==> src/rtl/lbk_pkg.sv <==
package lbk_pkg;

    // Path states; encoding is free, decode is done by case.
    typedef enum logic [2:0] {
        PATH_LINE      = 3'd0,
        PATH_TP_NORMAL = 3'd1,
        PATH_TP_FORCED = 3'd2,
        PATH_AUI_LOOP  = 3'd3,
        PATH_EXT_TEST  = 3'd4
    } path_e;

    // True for every state in which transmit data returns on receive.
    function automatic logic path_loops(input path_e p);
        logic r;
        unique case (p)
            PATH_TP_NORMAL,
            PATH_TP_FORCED,
            PATH_AUI_LOOP:  r = 1'b1;
            default:        r = 1'b0;
        endcase
        return r;
    endfunction

endpackage

==> src/rtl/lbk_path_arbiter.sv <==
module lbk_path_arbiter
    import lbk_pkg::*;
(
    input  logic  port_aui,
    input  logic  force_lb,
    input  logic  ext_lb_n,
    input  logic  collision,
    input  logic  link_fail,
    input  logic  jabber,
    input  logic  tx_en,
    output path_e path_nxt
);

    // Fixed priority: external test, then port type, then status, then force.
    always_comb begin
        path_nxt = PATH_LINE;
        if (!ext_lb_n) begin
            path_nxt = PATH_EXT_TEST;
        end else if (port_aui) begin
            if (force_lb && tx_en)
                path_nxt = PATH_AUI_LOOP;
        end else if (link_fail || jabber) begin
            path_nxt = PATH_LINE;
        end else if (tx_en && force_lb) begin
            path_nxt = PATH_TP_FORCED;
        end else if (tx_en && !collision) begin
            path_nxt = PATH_TP_NORMAL;
        end
    end

endmodule

==> src/rtl/lbk_rx_select.sv <==
module lbk_rx_select
    import lbk_pkg::*;
#(
    parameter int DW = 4
) (
    input  logic          clk,
    input  logic          rst_n,
    input  path_e         path_nxt,
    input  logic          tx_en,
    input  logic [DW-1:0] tx_data,
    input  logic [DW-1:0] line_rx_data,
    input  logic          line_rx_valid,
    output logic [DW-1:0] rx_data,
    output logic          rx_valid,
    output logic          lb_active,
    output logic          col_det_en
);

    localparam logic [DW-1:0] DATA_ZERO = '0;

    path_e path_q;
    logic  lb_q;
    logic  cd_q;

    // State register.
    always_ff @(posedge clk or negedge rst_n) begin
        if (!rst_n) path_q <= PATH_LINE;
        else        path_q <= path_nxt;
    end

    // Receive data register, steered by the path being entered.
    always_ff @(posedge clk or negedge rst_n) begin
        if (!rst_n) begin
            rx_data  <= DATA_ZERO;
            rx_valid <= 1'b0;
        end else if (path_loops(path_nxt)) begin
            rx_data  <= tx_data;
            rx_valid <= tx_en;
        end else begin
            rx_data  <= line_rx_data;
            rx_valid <= line_rx_valid;
        end
    end

    // Status outputs decoded from the state register only.
    always_comb begin
        unique case (path_q)
            PATH_LINE:      begin lb_q = 1'b0; cd_q = 1'b1; end
            PATH_TP_NORMAL: begin lb_q = 1'b1; cd_q = 1'b1; end
            PATH_TP_FORCED: begin lb_q = 1'b1; cd_q = 1'b1; end
            PATH_AUI_LOOP:  begin lb_q = 1'b1; cd_q = 1'b1; end
            PATH_EXT_TEST:  begin lb_q = 1'b0; cd_q = 1'b0; end
            default:        begin lb_q = 1'b0; cd_q = 1'b1; end
        endcase
    end

    assign lb_active  = lb_q;
    assign col_det_en = cd_q;

endmodule

==> src/rtl/lbk_loopback_ctrl.sv <==
module lbk_loopback_ctrl
    import lbk_pkg::*;
#(
    parameter int DW = 4
) (
    input  logic          clk,
    input  logic          rst_n,
    input  logic          port_aui,
    input  logic          force_lb,
    input  logic          ext_lb_n,
    input  logic          collision,
    input  logic          link_fail,
    input  logic          jabber,
    input  logic          tx_en,
    input  logic [DW-1:0] tx_data,
    input  logic [DW-1:0] line_rx_data,
    input  logic          line_rx_valid,
    output logic [DW-1:0] rx_data,
    output logic          rx_valid,
    output logic          col_det_en,
    output logic          lb_active
);

    path_e path_nxt;

    lbk_path_arbiter u_arb (
        .port_aui  (port_aui),
        .force_lb  (force_lb),
        .ext_lb_n  (ext_lb_n),
        .collision (collision),
        .link_fail (link_fail),
        .jabber    (jabber),
        .tx_en     (tx_en),
        .path_nxt  (path_nxt)
    );

    lbk_rx_select #(.DW(DW)) u_sel (
        .clk           (clk),
        .rst_n         (rst_n),
        .path_nxt      (path_nxt),
        .tx_en         (tx_en),
        .tx_data       (tx_data),
        .line_rx_data  (line_rx_data),
        .line_rx_valid (line_rx_valid),
        .rx_data       (rx_data),
        .rx_valid      (rx_valid),
        .lb_active     (lb_active),
        .col_det_en    (col_det_en)
    );

endmodule

==> config.mk <==
export PLATFORM = sky130hd
export DESIGN_NAME = lbk_loopback_ctrl
export DESIGN_NICKNAME = d
export VERILOG_FILES = /design/src/rtl/lbk_pkg.sv /design/src/rtl/lbk_path_arbiter.sv /design/src/rtl/lbk_rx_select.sv /design/src/rtl/lbk_loopback_ctrl.sv
export SDC_FILE = /design/constraint.sdc
export NUM_CORES = 1
export LEC_CHECK = 0
export CAP_MARGIN = 0
export CORE_AREA = 5 5 42 44
export DETAILED_ROUTE_END_ITERATION = 7
export DIE_AREA = 0 0 47 49
export DONT_BUFFER_PORTS = 1
export PLACE_DENSITY = 0.38
export SETUP_SLACK_MARGIN = 0.1
export SYNTH_ARGS = -nofsm -noshare
export SYNTH_HDL_FRONTEND = slang
export SYNTH_SLANG_ARGS = --single-unit
==> constraint.sdc <==
create_clock -name clk -period 0.8 [get_ports clk]
set_clock_uncertainty 0.1 [all_clocks]
set_input_delay 0.16 -clock clk [delete_from_list [all_inputs] [get_ports clk]]
set_output_delay 0.16 -clock clk [all_outputs]
set_load 0.01 [all_outputs]
==> results summary <==
The run finished, with violations left. The checks that failed: negative hold slack, negative setup slack. Global routing used under 10% of the available tracks. The design draws 816.0 µW. The number of fillers in the final layout is between 150 and 200. The simple logic cell fraction of the synthesized area is a little under a fifth. The number of global-route vias before repair came to 261. The remaining design rule violation count is 0. In the final timing run, aggregate negative setup slack is -1584 ps. The detailed-route vias per instance is about 4.6. The half-perimeter wire length after detailed placement came out at 617.7 µm. After synthesis, the largest family of logic cells by area is simple AND/OR/NAND/NOR gates. In this run the count of I/O pins placed on the die edge is 25. Clock tree synthesis found a total of 8 sinks. The die is 49 µm tall. The die extent in x came out at 47 µm. In this run the worst path has a maximum fanout of 2. STA classifies the critical path endpoint as an output port. Wires add up to 710 µm.

The clock transition at the register clock pins on the worst setup and hold paths after CTS came out at ~50 ps. The post-synthesis share of cell area spent on full adders, half adders and majority gates is 0%. The worst max-slew margin expressed relative to the limit came out at between 70 and 80%. Counting distinct cell types in the post-synthesis netlist gives 11. The core utilization of the finished layout came out at a little under a third. The number of clock buffers added by TritonCTS is 3. The buffers plus inverters on the worst setup path came out at 0. The global route total overflow is 0. The post-route non-filler standard cell count is 47. The arrival time of data at the critical path endpoint came out at 840 ps. The remaining number of nets flagged by the antenna check after routing is 0.

Summing the areas of all compound-gate instances in the mapped netlist gives around 4.4% of the synthesized area. The first-pass GRT wire length is 1104 µm. The shortest clock period the worst path allows after layout came out at 1098 ps. The type of the worst setup path is reg2out. Yosys printed 0 warnings.

The post-route fraction of the period consumed by the critical path is 137.3%. The final-stage net count is 51. The count of final hold-check violations was 7. The buffer cell driving the clock tree root is sky130_fd_sc_hd__clkbuf_4.

The placeable core area came out at about 1400 µm². Relative to the synthesized area, the layout overhead comes to 27.27%. Entering global routing, the biggest net connects 9 pins. The count of buffers from port buffering came out at 0. The delay of the slowest cell on the worst path is 380 ps.

The maximum clock frequency is ~0.91 GHz. In the final layout, the share of cells above drive strength 1 is 51.61%. For this design the ratio of total power to cell area is 1863 nW/µm². The total nets after synthesis is 43. The mean instance size in the synthesized netlist came out at 13.76 µm². In the post-synthesis netlist, the biggest area contributors are sky130_fd_sc_hd__dfrtp_1, sky130_fd_sc_hd__mux2_4, sky130_fd_sc_hd__o21a_4. The minimum hold slack is -77.44 ps. The number of antenna violations at the first check in global routing came out at 0. The kind of cell adding the most delay to the critical path is flip-flops. The final number of max-transition violations is 0.

The number of detailed-route iterations in the first pass is 1. The cell type with the largest total area after synthesis is sky130_fd_sc_hd__dfrtp_1. The cell count after synthesis came out at 25.

In this run, synthesis produced a sequential element count of 8. The starting utilization of the core area came out at approximately a quarter. The multiplexer share of the synthesized area is around 17%. In this run the number of H-tree levels came out at 1.

The violation count after the first detailed-route iteration is 0. The slew at the pin with the worst max-slew slack came out at 343.3 ps. Setup violations remaining at the end of the flow were counted as 11.

The share of the synthesized area in the top cell type came out at about three fifths. Setup repair after global routing could not meet its margin everywhere. Traced cell by cell, the critical path runs through nor2_1.

The max-capacitance violation count is 0. The slowest stage of the critical path is the sky130_fd_sc_hd__dfrtp_1 cell. The sequential fraction of the synthesis area came out at between 50% and 60%. The path class of the tightest hold or removal check is in2reg. The cell area after synthesis came out at about 340 µm². The parity-gate share of the synthesized area counting xor and xnor cells is 0%. The total leakage power is 0.2075 nW. The die area is 2303 µm². The count of hold buffers inserted by post-cts repair is 2.

The placement row count came out at 14. The smallest setup slack after layout came out at -298.1 ps. The data required time at the worst endpoint is 540 ps. TritonCTS built the clock tree. After detailed placement, the design holds a cell count of 41. Across the whole layout, storage elements account for 200.2 µm². The antenna diode instance count is 0. The maximum clock insertion buffer count is 2. The overall via count from detail_route is about 220. The wire length per cell came out at 15.11 µm.

The final weighted congestion of routability-driven global placement is 0.6245. The area of the multi-input gates came out at 161.4 µm². IR analysis of the VDD net gives a maximum drop of 0.0003778 V.

The worst setup path is launched from a register.
[what timing repair did]
action                                 4_1_cts  5_1_grt
gates resized for setup                      2        3
pin swaps                                    2        3
setup endpoints to repair                   12       13
endpoints found under the hold margin       16        7
setup buffers                                1        0
[synth_stat cells]
master,instances
sky130_fd_sc_hd__nand2_1,3
sky130_fd_sc_hd__inv_1,1
sky130_fd_sc_hd__and3_4,1
sky130_fd_sc_hd__nand4_1,1
sky130_fd_sc_hd__o21a_4,1
sky130_fd_sc_hd__nand2b_4,1
sky130_fd_sc_hd__or2_2,1
sky130_fd_sc_hd__mux2_4,4
sky130_fd_sc_hd__dfrtp_1,8
sky130_fd_sc_hd__nor2_1,3
sky130_fd_sc_hd__nor3_1,1
[flip-flops by register name, indices dropped and copies added (netlist names)]
signal,count
u_sel.rx_valid,1
u_sel.path_q,3
u_sel.rx_data,4
[metrics by stage]
step           cell area (µm²)  worst slack, ps
4_1_cts                  426.7           -305.9
3_3_place_gp             371.6           -350.7
3_5_place_dp             371.6           -374.9
5_1_grt                  437.9           -338.5
2_1_floorplan            351.6           -319.9
6_report                 437.9           -298.1
[layer usage]
metal | part of all wire, % | wire length (µm) | track usage (%) | vias up
met2 | 58 | 409 | 10.86 | 13
li1 | - | - | - | 95
met5 | 0 | 0 | 0 | -
met4 | 2.8 | 20 | 9.677 | 0
met1 | 25 | 179 | 6.349 | 105
met3 | 14 | 101 | 1.845 | 2
[logic make-up (layout without fill, tap and decap cells)]
kind of cell    Yosys count  in the layout
simple gates             11             11
flops                     8              8
mux                       4              4
compound gates            1              1
buf+inv                   1              7
[report_power, final]
| group | internal, mW | switching, mW | leakage, nW |
|---|---|---|---|
| clock network | 0.170 | 0.120 | 0.0138 |
| logic | 0.0482 | 0.0290 | 0.0966 |
| registers | 0.429 | 0.0193 | 0.0970 |
| total | 0.648 | 0.168 | 0.207 |
[area by class of cell]
class,instances,share of cell area (%)
repair buffers,3,6.857
clock buffers,3,5.143
well taps,16,4.571
multi-input cells,16,36.86
flip-flops and latches,8,45.71
inverters,1,0.8571
[worst paths after layout]
path | startpoint | to | cells past startpoint | slack (ps)
min in group asynchronous | rst_n | u_sel.rx_data[3] | 1 | 150
max | u_sel.path_q[2] | lb_active | 1 | -300
max in group asynchronous | rst_n | u_sel.path_q[0] | 1 | 200
min | port_aui | u_sel.path_q[0] | 2 | -80
[cells in the final DEF, fill, tap and decap left out]
cell type,count
sky130_fd_sc_hd__nor2_2,2
sky130_fd_sc_hd__and3_4,1
sky130_fd_sc_hd__nand2_1,2
sky130_fd_sc_hd__nor2_1,1
sky130_fd_sc_hd__nand2_2,1
sky130_fd_sc_hd__nand2b_4,1
sky130_fd_sc_hd__dlymetal6s4s_1,1
sky130_fd_sc_hd__nand4_1,1
sky130_fd_sc_hd__buf_4,1
sky130_fd_sc_hd__o21a_4,1
sky130_fd_sc_hd__mux2_4,4
sky130_fd_sc_hd__or2_4,1
sky130_fd_sc_hd__clkbuf_4,3
sky130_fd_sc_hd__nor3_4,1
sky130_fd_sc_hd__dlygate4sd3_1,1
sky130_fd_sc_hd__inv_1,1
sky130_fd_sc_hd__dfrtp_1,8
Note: power is estimated with default switching activity, not from simulation.
